## config.mk

```make
export PLATFORM = sky130hd
export DESIGN_NAME = hbuf_top
export DESIGN_NICKNAME = d
export VERILOG_FILES = /design/src/rtl/hbuf_pkg.sv /design/src/rtl/hbuf_ctrl.sv /design/src/rtl/hbuf_data.sv /design/src/rtl/hbuf_top.sv
export SDC_FILE = /design/constraint.sdc
export NUM_CORES = 2
export LEC_CHECK = 0
export ABC_AREA = 1
export BUFFER_PORTS_ARGS = -buffer_cell sky130_fd_sc_hd__buf_2
export CORE_MARGIN = 8
export CORE_UTILIZATION = 45
export CTS_BUF_LIST = sky130_fd_sc_hd__clkbuf_8 sky130_fd_sc_hd__clkbuf_16
export CTS_CLUSTER_DIAMETER = 200
export DETAILED_ROUTE_END_ITERATION = 8
export PLACE_DENSITY = 0.7
export SLEW_MARGIN = 20
export SYNTH_ARGS = -nofsm -noshare
export SYNTH_HDL_FRONTEND = slang
export SYNTH_SLANG_ARGS = --single-unit
```

## constraint.sdc

```tcl
create_clock -name clk -period 13 [get_ports clk]
set_input_delay 1.3 -clock clk [delete_from_list [all_inputs] [get_ports clk]]
set_output_delay 1.3 -clock clk [all_outputs]
set_load 0.005 [all_outputs]
```

## src/rtl/hbuf_pkg.sv

```systemverilog
package hbuf_pkg;
  // Per-slot strobes from control to datapath
  typedef struct packed {
    logic arrWe;   // accepted arrival written into a tail cache
    logic bulkWr;  // one tail block moved into bulk memory
    logic bulkRd;  // one bulk block moved into a head cache
    logic byp;     // one tail cell moved straight into a head cache
    logic dep;     // one head cell leaves
  } hbufStrobe_t;
endpackage

```

## src/rtl/hbuf_ctrl.sv

```systemverilog
module hbuf_ctrl
  import hbuf_pkg::*;
#(
  parameter int NQ   = 4,
  parameter int BLK  = 4,
  parameter int HCAP = 8,
  parameter int TCAP = 8,
  parameter int BDEP = 4,
  parameter int LAT  = 13,
  parameter int QW   = 2
) (
  input  logic          clk,
  input  logic          rstN,
  input  logic          arrV,
  input  logic [QW-1:0] arrQ,
  input  logic          reqV,
  input  logic [QW-1:0] reqQ,
  output hbufStrobe_t   st,
  output logic [QW-1:0] wrQ,
  output logic [QW-1:0] rdQ,
  output logic [QW-1:0] bypQ,
  output logic [QW-1:0] depQ,
  output logic          reqErr,
  output logic          arrErr
);
  localparam int HCW = $clog2(HCAP + 1);
  localparam int TCW = $clog2(TCAP + 1);
  localparam int BCW = $clog2(BDEP + 1);
  localparam int PCW = $clog2(LAT + 1);
  localparam int PHW = $clog2(BLK);
  localparam int GW  = $clog2(BLK + 1);

  logic [HCW-1:0] headCnt [NQ];
  logic [TCW-1:0] tailCnt [NQ];
  logic [BCW-1:0] bulkCnt [NQ];
  logic [PCW-1:0] pendCnt [NQ];
  logic           pipeV   [LAT];
  logic [QW-1:0]  pipeQ   [LAT];
  logic [PHW-1:0] phase;
  logic           slotOpen;
  logic           reqOk, arrOk;
  logic           wrHit, rdHit, bypHit;
  int             availReq, bestW, bestR, bestB, defQ;

  assign slotOpen = (phase == '0);

  // Admission of the incoming request and arrival (registered counts only)
  always_comb begin
    availReq = int'(headCnt[reqQ]) + int'(bulkCnt[reqQ]) * BLK
             + int'(tailCnt[reqQ]) - int'(pendCnt[reqQ]);
    reqOk = reqV && (availReq > 0);
    arrOk = arrV && (int'(tailCnt[arrQ]) < TCAP);
  end

  // Transfer selection: fullest tail for writes, most urgent head for reads
  always_comb begin
    wrHit = 1'b0; wrQ = '0; bestW = 0;
    rdHit = 1'b0; rdQ = '0; bestR = 0;
    bypHit = 1'b0; bypQ = '0; bestB = 0;
    defQ = 0;
    for (int q = 0; q < NQ; q++) begin
      if (slotOpen && int'(tailCnt[q]) >= BLK && int'(bulkCnt[q]) < BDEP &&
          (!wrHit || int'(tailCnt[q]) > bestW)) begin
        wrHit = 1'b1; wrQ = QW'(q); bestW = int'(tailCnt[q]);
      end
      defQ = int'(pendCnt[q]) - int'(headCnt[q]);
      if (slotOpen && bulkCnt[q] != '0 && int'(headCnt[q]) + BLK <= HCAP &&
          (!rdHit || defQ > bestR)) begin
        rdHit = 1'b1; rdQ = QW'(q); bestR = defQ;
      end
    end
    for (int q = 0; q < NQ; q++) begin
      defQ = int'(pendCnt[q]) - int'(headCnt[q]);
      if (tailCnt[q] != '0 && bulkCnt[q] == '0 && int'(headCnt[q]) < HCAP &&
          !(wrHit && wrQ == QW'(q)) && (!bypHit || defQ > bestB)) begin
        bypHit = 1'b1; bypQ = QW'(q); bestB = defQ;
      end
    end
  end

  assign depQ = pipeQ[LAT-1];

  always_comb begin
    st.arrWe  = arrOk;
    st.bulkWr = wrHit;
    st.bulkRd = rdHit;
    st.byp    = bypHit;
    st.dep    = pipeV[LAT-1];
  end

  // Occupancy bookkeeping
  always_ff @(posedge clk or negedge rstN) begin
    if (!rstN) begin
      for (int q = 0; q < NQ; q++) begin
        headCnt[q] <= '0; tailCnt[q] <= '0; bulkCnt[q] <= '0; pendCnt[q] <= '0;
      end
    end else begin
      for (int q = 0; q < NQ; q++) begin
        headCnt[q] <= HCW'(int'(headCnt[q])
                     + ((rdHit && rdQ == QW'(q)) ? BLK : 0)
                     + ((bypHit && bypQ == QW'(q)) ? 1 : 0)
                     - ((st.dep && depQ == QW'(q)) ? 1 : 0));
        tailCnt[q] <= TCW'(int'(tailCnt[q])
                     + ((arrOk && arrQ == QW'(q)) ? 1 : 0)
                     - ((wrHit && wrQ == QW'(q)) ? BLK : 0)
                     - ((bypHit && bypQ == QW'(q)) ? 1 : 0));
        bulkCnt[q] <= BCW'(int'(bulkCnt[q])
                     + ((wrHit && wrQ == QW'(q)) ? 1 : 0)
                     - ((rdHit && rdQ == QW'(q)) ? 1 : 0));
        pendCnt[q] <= PCW'(int'(pendCnt[q])
                     + ((reqOk && reqQ == QW'(q)) ? 1 : 0)
                     - ((st.dep && depQ == QW'(q)) ? 1 : 0));
      end
    end
  end

  // Lookahead pipeline, slot phase and error flags
  always_ff @(posedge clk or negedge rstN) begin
    if (!rstN) begin
      for (int i = 0; i < LAT; i++) begin
        pipeV[i] <= 1'b0; pipeQ[i] <= '0;
      end
      phase  <= '0;
      reqErr <= 1'b0;
      arrErr <= 1'b0;
    end else begin
      pipeV[0] <= reqOk;
      pipeQ[0] <= reqQ;
      for (int i = 1; i < LAT; i++) begin
        pipeV[i] <= pipeV[i-1]; pipeQ[i] <= pipeQ[i-1];
      end
      phase  <= (phase == PHW'(BLK - 1)) ? '0 : phase + 1'b1;
      reqErr <= reqV && !reqOk;
      arrErr <= arrV && !arrOk;
    end
  end

  // Gap counters for the bulk access rate checks
  logic [GW-1:0] rdGap, wrGap;
  always_ff @(posedge clk or negedge rstN) begin
    if (!rstN) begin
      rdGap <= GW'(BLK); wrGap <= GW'(BLK);
    end else begin
      rdGap <= rdHit ? '0 : ((rdGap == GW'(BLK)) ? rdGap : rdGap + 1'b1);
      wrGap <= wrHit ? '0 : ((wrGap == GW'(BLK)) ? wrGap : wrGap + 1'b1);
    end
  end

  p_read_rate_r6: assert property (@(posedge clk) disable iff (!rstN)
    st.bulkRd |-> int'(rdGap) >= BLK - 1);
  p_write_rate_r6: assert property (@(posedge clk) disable iff (!rstN)
    st.bulkWr |-> int'(wrGap) >= BLK - 1);
  p_whole_block_r6: assert property (@(posedge clk) disable iff (!rstN)
    st.bulkWr |-> int'(tailCnt[wrQ]) >= BLK);
  p_no_underrun_r3: assert property (@(posedge clk) disable iff (!rstN)
    st.dep |-> headCnt[depQ] != '0);

  for (genvar g = 0; g < NQ; g++) begin : gOcc
    p_tail_bound_r5: assert property (@(posedge clk) disable iff (!rstN)
      int'(tailCnt[g]) <= TCAP);
    p_head_bound_r7: assert property (@(posedge clk) disable iff (!rstN)
      int'(headCnt[g]) <= HCAP);
  end
endmodule

```

## src/rtl/hbuf_data.sv

```systemverilog
module hbuf_data
  import hbuf_pkg::*;
#(
  parameter int NQ   = 4,
  parameter int BLK  = 4,
  parameter int W    = 8,
  parameter int HCAP = 8,
  parameter int TCAP = 8,
  parameter int BDEP = 4,
  parameter int QW   = 2
) (
  input  logic          clk,
  input  logic          rstN,
  input  hbufStrobe_t   st,
  input  logic [QW-1:0] arrQ,
  input  logic [W-1:0]  arrData,
  input  logic [QW-1:0] wrQ,
  input  logic [QW-1:0] rdQ,
  input  logic [QW-1:0] bypQ,
  input  logic [QW-1:0] depQ,
  output logic          outValid,
  output logic [QW-1:0] outQueue,
  output logic [W-1:0]  outCell
);
  localparam int TIW = $clog2(TCAP);
  localparam int HIW = $clog2(HCAP);
  localparam int BIW = $clog2(BDEP);
  localparam int BW  = BLK * W;

  logic [W-1:0]  tailMem [NQ][TCAP];
  logic [W-1:0]  headMem [NQ][HCAP];
  logic [BW-1:0] bulkMem [NQ][BDEP];

  // Pointers carry one extra bit so full and empty differ
  logic [TIW:0] tailWp [NQ];
  logic [TIW:0] tailRp [NQ];
  logic [HIW:0] headWp [NQ];
  logic [HIW:0] headRp [NQ];
  logic [BIW:0] bulkWp [NQ];
  logic [BIW:0] bulkRp [NQ];

  logic [BW-1:0] wrBlock, rdBlock;

  always_comb begin
    for (int i = 0; i < BLK; i++) begin
      wrBlock[i*W +: W] = tailMem[wrQ][TIW'(tailRp[wrQ][TIW-1:0] + TIW'(i))];
    end
    rdBlock = bulkMem[rdQ][bulkRp[rdQ][BIW-1:0]];
  end

  // Storage arrays (no reset)
  always_ff @(posedge clk) begin
    if (st.arrWe)
      tailMem[arrQ][tailWp[arrQ][TIW-1:0]] <= arrData;
    if (st.bulkWr)
      bulkMem[wrQ][bulkWp[wrQ][BIW-1:0]] <= wrBlock;
    if (st.bulkRd) begin
      for (int i = 0; i < BLK; i++) begin
        headMem[rdQ][HIW'(headWp[rdQ][HIW-1:0] + HIW'(i))] <= rdBlock[i*W +: W];
      end
    end
    if (st.byp)
      headMem[bypQ][headWp[bypQ][HIW-1:0]] <= tailMem[bypQ][tailRp[bypQ][TIW-1:0]];
  end

  // Pointer movement
  always_ff @(posedge clk or negedge rstN) begin
    if (!rstN) begin
      for (int q = 0; q < NQ; q++) begin
        tailWp[q] <= '0; tailRp[q] <= '0;
        headWp[q] <= '0; headRp[q] <= '0;
        bulkWp[q] <= '0; bulkRp[q] <= '0;
      end
    end else begin
      for (int q = 0; q < NQ; q++) begin
        if (st.arrWe && arrQ == QW'(q))  tailWp[q] <= tailWp[q] + 1'b1;
        if (st.bulkWr && wrQ == QW'(q)) begin
          tailRp[q] <= tailRp[q] + (TIW+1)'(BLK);
          bulkWp[q] <= bulkWp[q] + 1'b1;
        end else if (st.byp && bypQ == QW'(q)) begin
          tailRp[q] <= tailRp[q] + 1'b1;
        end
        if (st.bulkRd && rdQ == QW'(q)) begin
          headWp[q] <= headWp[q] + (HIW+1)'(BLK);
          bulkRp[q] <= bulkRp[q] + 1'b1;
        end else if (st.byp && bypQ == QW'(q)) begin
          headWp[q] <= headWp[q] + 1'b1;
        end
        if (st.dep && depQ == QW'(q))    headRp[q] <= headRp[q] + 1'b1;
      end
    end
  end

  // Departure register
  always_ff @(posedge clk or negedge rstN) begin
    if (!rstN) begin
      outValid <= 1'b0;
      outQueue <= '0;
      outCell  <= '0;
    end else begin
      outValid <= st.dep;
      outQueue <= depQ;
      outCell  <= headMem[depQ][headRp[depQ][HIW-1:0]];
    end
  end

  p_dep_present_r3: assert property (@(posedge clk) disable iff (!rstN)
    st.dep |-> headWp[depQ] != headRp[depQ]);
  p_byp_source_r8: assert property (@(posedge clk) disable iff (!rstN)
    st.byp |-> tailWp[bypQ] != tailRp[bypQ]);
  p_bulk_source_r6: assert property (@(posedge clk) disable iff (!rstN)
    st.bulkRd |-> bulkWp[rdQ] != bulkRp[rdQ]);
endmodule

```

## src/rtl/hbuf_top.sv

```systemverilog
module hbuf_top
  import hbuf_pkg::*;
#(
  parameter int NQ   = 4,
  parameter int BLK  = 4,
  parameter int W    = 8,
  parameter int HCAP = 8,
  parameter int TCAP = 8,
  parameter int BDEP = 4,
  parameter int QW   = $clog2(NQ)
) (
  input  logic          clk,
  input  logic          rstN,
  input  logic          inValid,
  input  logic [QW-1:0] inQueue,
  input  logic [W-1:0]  inCell,
  input  logic          reqValid,
  input  logic [QW-1:0] reqQueue,
  output logic          outValid,
  output logic [QW-1:0] outQueue,
  output logic [W-1:0]  outCell,
  output logic          reqErr,
  output logic          inErr
);
  localparam int LAT = NQ * (BLK - 1) + 1;

  hbufStrobe_t   st;
  logic [QW-1:0] wrQ, rdQ, bypQ, depQ;

  hbuf_ctrl #(
    .NQ(NQ), .BLK(BLK), .HCAP(HCAP), .TCAP(TCAP), .BDEP(BDEP), .LAT(LAT), .QW(QW)
  ) u_ctrl (
    .clk(clk), .rstN(rstN),
    .arrV(inValid), .arrQ(inQueue), .reqV(reqValid), .reqQ(reqQueue),
    .st(st), .wrQ(wrQ), .rdQ(rdQ), .bypQ(bypQ), .depQ(depQ),
    .reqErr(reqErr), .arrErr(inErr)
  );

  hbuf_data #(
    .NQ(NQ), .BLK(BLK), .W(W), .HCAP(HCAP), .TCAP(TCAP), .BDEP(BDEP), .QW(QW)
  ) u_data (
    .clk(clk), .rstN(rstN), .st(st),
    .arrQ(inQueue), .arrData(inCell),
    .wrQ(wrQ), .rdQ(rdQ), .bypQ(bypQ), .depQ(depQ),
    .outValid(outValid), .outQueue(outQueue), .outCell(outCell)
  );
endmodule

```

==> metrics.yaml <==
pwr:
  swShare_pct: 45.4
  clkPwrFrac_pct: 17.9
  intPower_mw: 11.0
  p_leak_nw: 27.0
  p_comb_share_pct: 46.3
  peakVddDrop_uv: 348
  p_seq_share_pct: 35.8
  power_density_nw_per_um2: 297
  switchingPower_mw: 9.13
grt:
  grt_max_degree: 96
  gr-usage-met2_pct: 40.9
  met1_usage_pct: 35.6
  track_usage_pct: 26.7
  grt_overflow: 0
  grt_busiest_layer: "met2"
  antenna_found_initial: 8
  grt_pass1_wl_um: 302000
  grt_pass1_vias: 47800
  use_met3_pct: 6.13
setup_path:
  r2r-start: "u_ctrl.phase[0]"
  crit_path_top_delay_cell: "buf_4"
  crit_arrival_ns: 12.53
  critPathKind: "flip-flop to flip-flop"
  end_kind: "flip-flop"
  ff2ff_setup_slack_ns: 1.07
  slowest_delay_ns: 0.60
  path_common_cell: "nand2_1"
  reg2reg_to: "u_data.headMem[2][27]"
  crit_fanout: 32
  start_kind: "flip-flop"
  r2r_cells: 71
  cp.required_ns: 13.61
floorplan:
  start_util_pct: 45.4
  row_count: 135
  io_pins: 29
  dieArea_sq_um: 149000
  die_x_um: 386
  dieHeight_um: 386
  coreArea_sq_um: 135000
yosys:
  syn_area_sq_um: 61500
  ys_seq_elements: 1202
  synth.top_cell.area_share_pct: 50.0
  synth_warnings: 0
  synth_edf_count: 1024
  synth_common_cells: "nand2_1 (1,999), edfxtp_1 (1,024), nand3_1 (721), nor2_1 (639), o21ai_0 (358)"
  avgSynthCellArea_sq_um: 9.34
  synth_largest_area_cell: "edfxtp_1"
  async_flop_share_pct: 14.8
  syn_nets: 6778
  synth.most_common_cell: "nand2_1"
  synth_area_leaders: "edfxtp_1 (50%), nand2_1 (12%), dfrtp_1 (7.2%)"
  synthDistinctLibCells: 56
  seq_area_frac_synth_pct: 57.3
  ys.flop_type: "edfxtp_1"
  netlist_instances: 6582
worst_hold_path:
  worstHoldStart: "u_ctrl.pipeQ[18]"
  hp-class: "flip-flop to flip-flop"
  min_to: "u_ctrl.pipeQ[16]"
  holdPathStages: 0
clock_tree:
  htree_levels: 4
  cts_root_buffer: "clkbuf_16"
  cts_tree: "done"
  cts_resized: 0
  clock_sinks: 1202
  cts_max_path_buffers: 3
  cts_buffers: 131
  hold_buffers: 0
  clk_latency_ns: 0.78
  clk_pin_slew_ns: 0.06
  post_cts_buffers: 0
drt:
  vias_per_cell: 6.04
  drc_errors: 0
  totalWireLength_um: 204000
  vias: 50800
  drt-pass1-iter-count: 9
  routedWlPerCell_um: 24.3
  ant_nets: 0
  drt_iter0_markers: 7990
timing:
  rsz0062_at_grt: "true"
  period_minus_slack_ns: 11.93
  tns_ns: 0
  timing.slew.headroom_pct: 3.56
  fin_ws_ns: 1.07
  fmax_mhz: 83.8
  finalCritPeriodShare_pct: 91.7
  setup_viol: 0
  finClkSkew_ns: 0.0410
  hold_ws_ns: 0.336
  slew_violations: 0
  hold_viol: 0
  worst_slew_pin_slew_ns: 1.43
cells_and_area:
  area_delta_synth_final_pct: 10.1
  layout.nets: 6716
  layout-drive-gt1-share_pct: 7.29
  fin_area_sq_um: 67700
placed_design:
  post-place-ws_ns: 0.667
  place_area_sq_um: 63400
  globalplace.congestion: 0.998
  portBuffers: 28
  dpl.hpwl_um: 128000
run:
  drv_cap: 0
run_status:
  outcome: "finished, final reports clean"
[worst max path at each step]
stage	startpoint	endpoint	slack [ns]
after floorplan	u_ctrl.phase[0]	u_ctrl.tailCnt[15]	2.15
after global placement	u_ctrl.phase[0]	u_data.headMem[3][30]	0.87
after detailed placement	u_ctrl.phase[0]	u_data.headMem[2][26]	0.67
after CTS	u_ctrl.phase[0]	u_data.headMem[3][26]	0.56
after global routing	u_ctrl.phase[0]	u_ctrl.tailCnt[15]	-0.11
final	u_ctrl.phase[0]	u_data.headMem[2][27]	1.07
[critical path: cells and delay by family (launching register included)]
| kind | cells | cell delay (ns) |
|---|---|---|
| and+or+nand+nor | 39 | 4.68 |
| AOI/OAI and AO/OA | 15 | 2.47 |
| adders and majority gates | 7 | 2.20 |
| buffers and inverters | 10 | 1.91 |
| DFF | 1 | 0.40 |
[registers in the layout, indices dropped and copies added, names as in the netlist, 2 cells and up]
signal / count
u_data.bulkMem: 512
u_data.headMem: 256
u_data.tailMem: 256
u_ctrl.pipeQ: 24
u_ctrl.headCnt: 16
u_ctrl.pendCnt: 16
u_ctrl.tailCnt: 16
u_ctrl.bulkCnt: 12
u_ctrl.pipeV: 12
u_data.headRp: 12
u_data.headWp: 12
u_data.tailRp: 12
u_data.tailWp: 12
u_data.bulkRp: 8
u_data.bulkWp: 8
u_data.outCell: 8
u_ctrl.depQ: 2
u_ctrl.phase: 2
u_data.outQueue: 2
[cells in the final DEF, fill, tap and decap left out, drive strengths merged, types with 6 or more instances in the layout]
cell type,count
a22oi,78
o22ai,19
fa,25
o2111ai,59
ha,155
a221oi,28
mux2,7
a21oi,113
o21bai,6
xor2,48
nand3,727
a32oi,6
dfrtp,178
buf,121
a31oi,13
nand2,2017
o21ai,365
inv,443
clkinv,47
o22a,14
nand4,161
edfxtp,1024
nor4,7
xnor2,55
o21a,7
nor3,9
a22o,8
nor2,686
clkbuf,142
mux2i,20
[power by group through the flow]
| stage | combinational (mW) | sequential, mW | clock [mW] |
|---|---|---|---|
| 2_1_floorplan | 5.60 | 7.04 | 0 |
| 3_3_place_gp | 8.61 | 7.19 | 0 |
| 3_5_place_dp | 8.82 | 7.25 | 0 |
| 4_1_cts | 8.85 | 7.18 | 3.63 |
| 5_1_grt | 9.89 | 7.33 | 3.77 |
| 6_report | 9.31 | 7.19 | 3.60 |
[stage by stage]
stage / util [%] / total power [mW] / std cells
after global placement: 46.8 / 15.8 / 8165
after global routing: 49.9 / 21.0 / 8404
after CTS: 49.9 / 19.7 / 8401
final: 50.0 / 20.1 / 8407
after floorplan: - / 12.6 / 6582
after detailed placement: 46.8 / 16.1 / 8165
[area by class of cell]
| cell class | instances | area, sq um |
|---|---|---|
| fillers | 12100 | 67800 |
| clock inverters | 96 | 697 |
| clock buffers | 140 | 3440 |
| diodes | 3 | 7.51 |
| multi-input cells | 4659 | 23700 |
| flip-flops and latches | 1202 | 35200 |
| repair buffers | 123 | 877 |
| inverters | 403 | 1510 |
| well taps | 1781 | 2230 |
[metal layers]
metal / wire (um) / part of all wire, %
met5: 27 / 0.013
met4: 12500 / 6.1
met3: 25700 / 13
met2: 89800 / 44
met1: 76500 / 37
[cells by family (layout without fill, tap and decap cells)]
group | after synthesis | after routing | share of synthesized area (%)
flip-flops | 1202 | 1202 | 57.3
XOR/XNOR | 103 | 103 | 1.47
adder cells (fa/ha/maj) | 180 | 180 | 3.97
buffers and inverters | 723 | 762 | 4.70
other | 0 | 3 | 0
AO/OA/AOI/OAI | 735 | 735 | 7.26
multiplexers | 27 | 27 | 0.454
AND/OR/NAND/NOR | 3612 | 3614 | 24.9
Note: power is estimated with default switching activity, not from simulation.
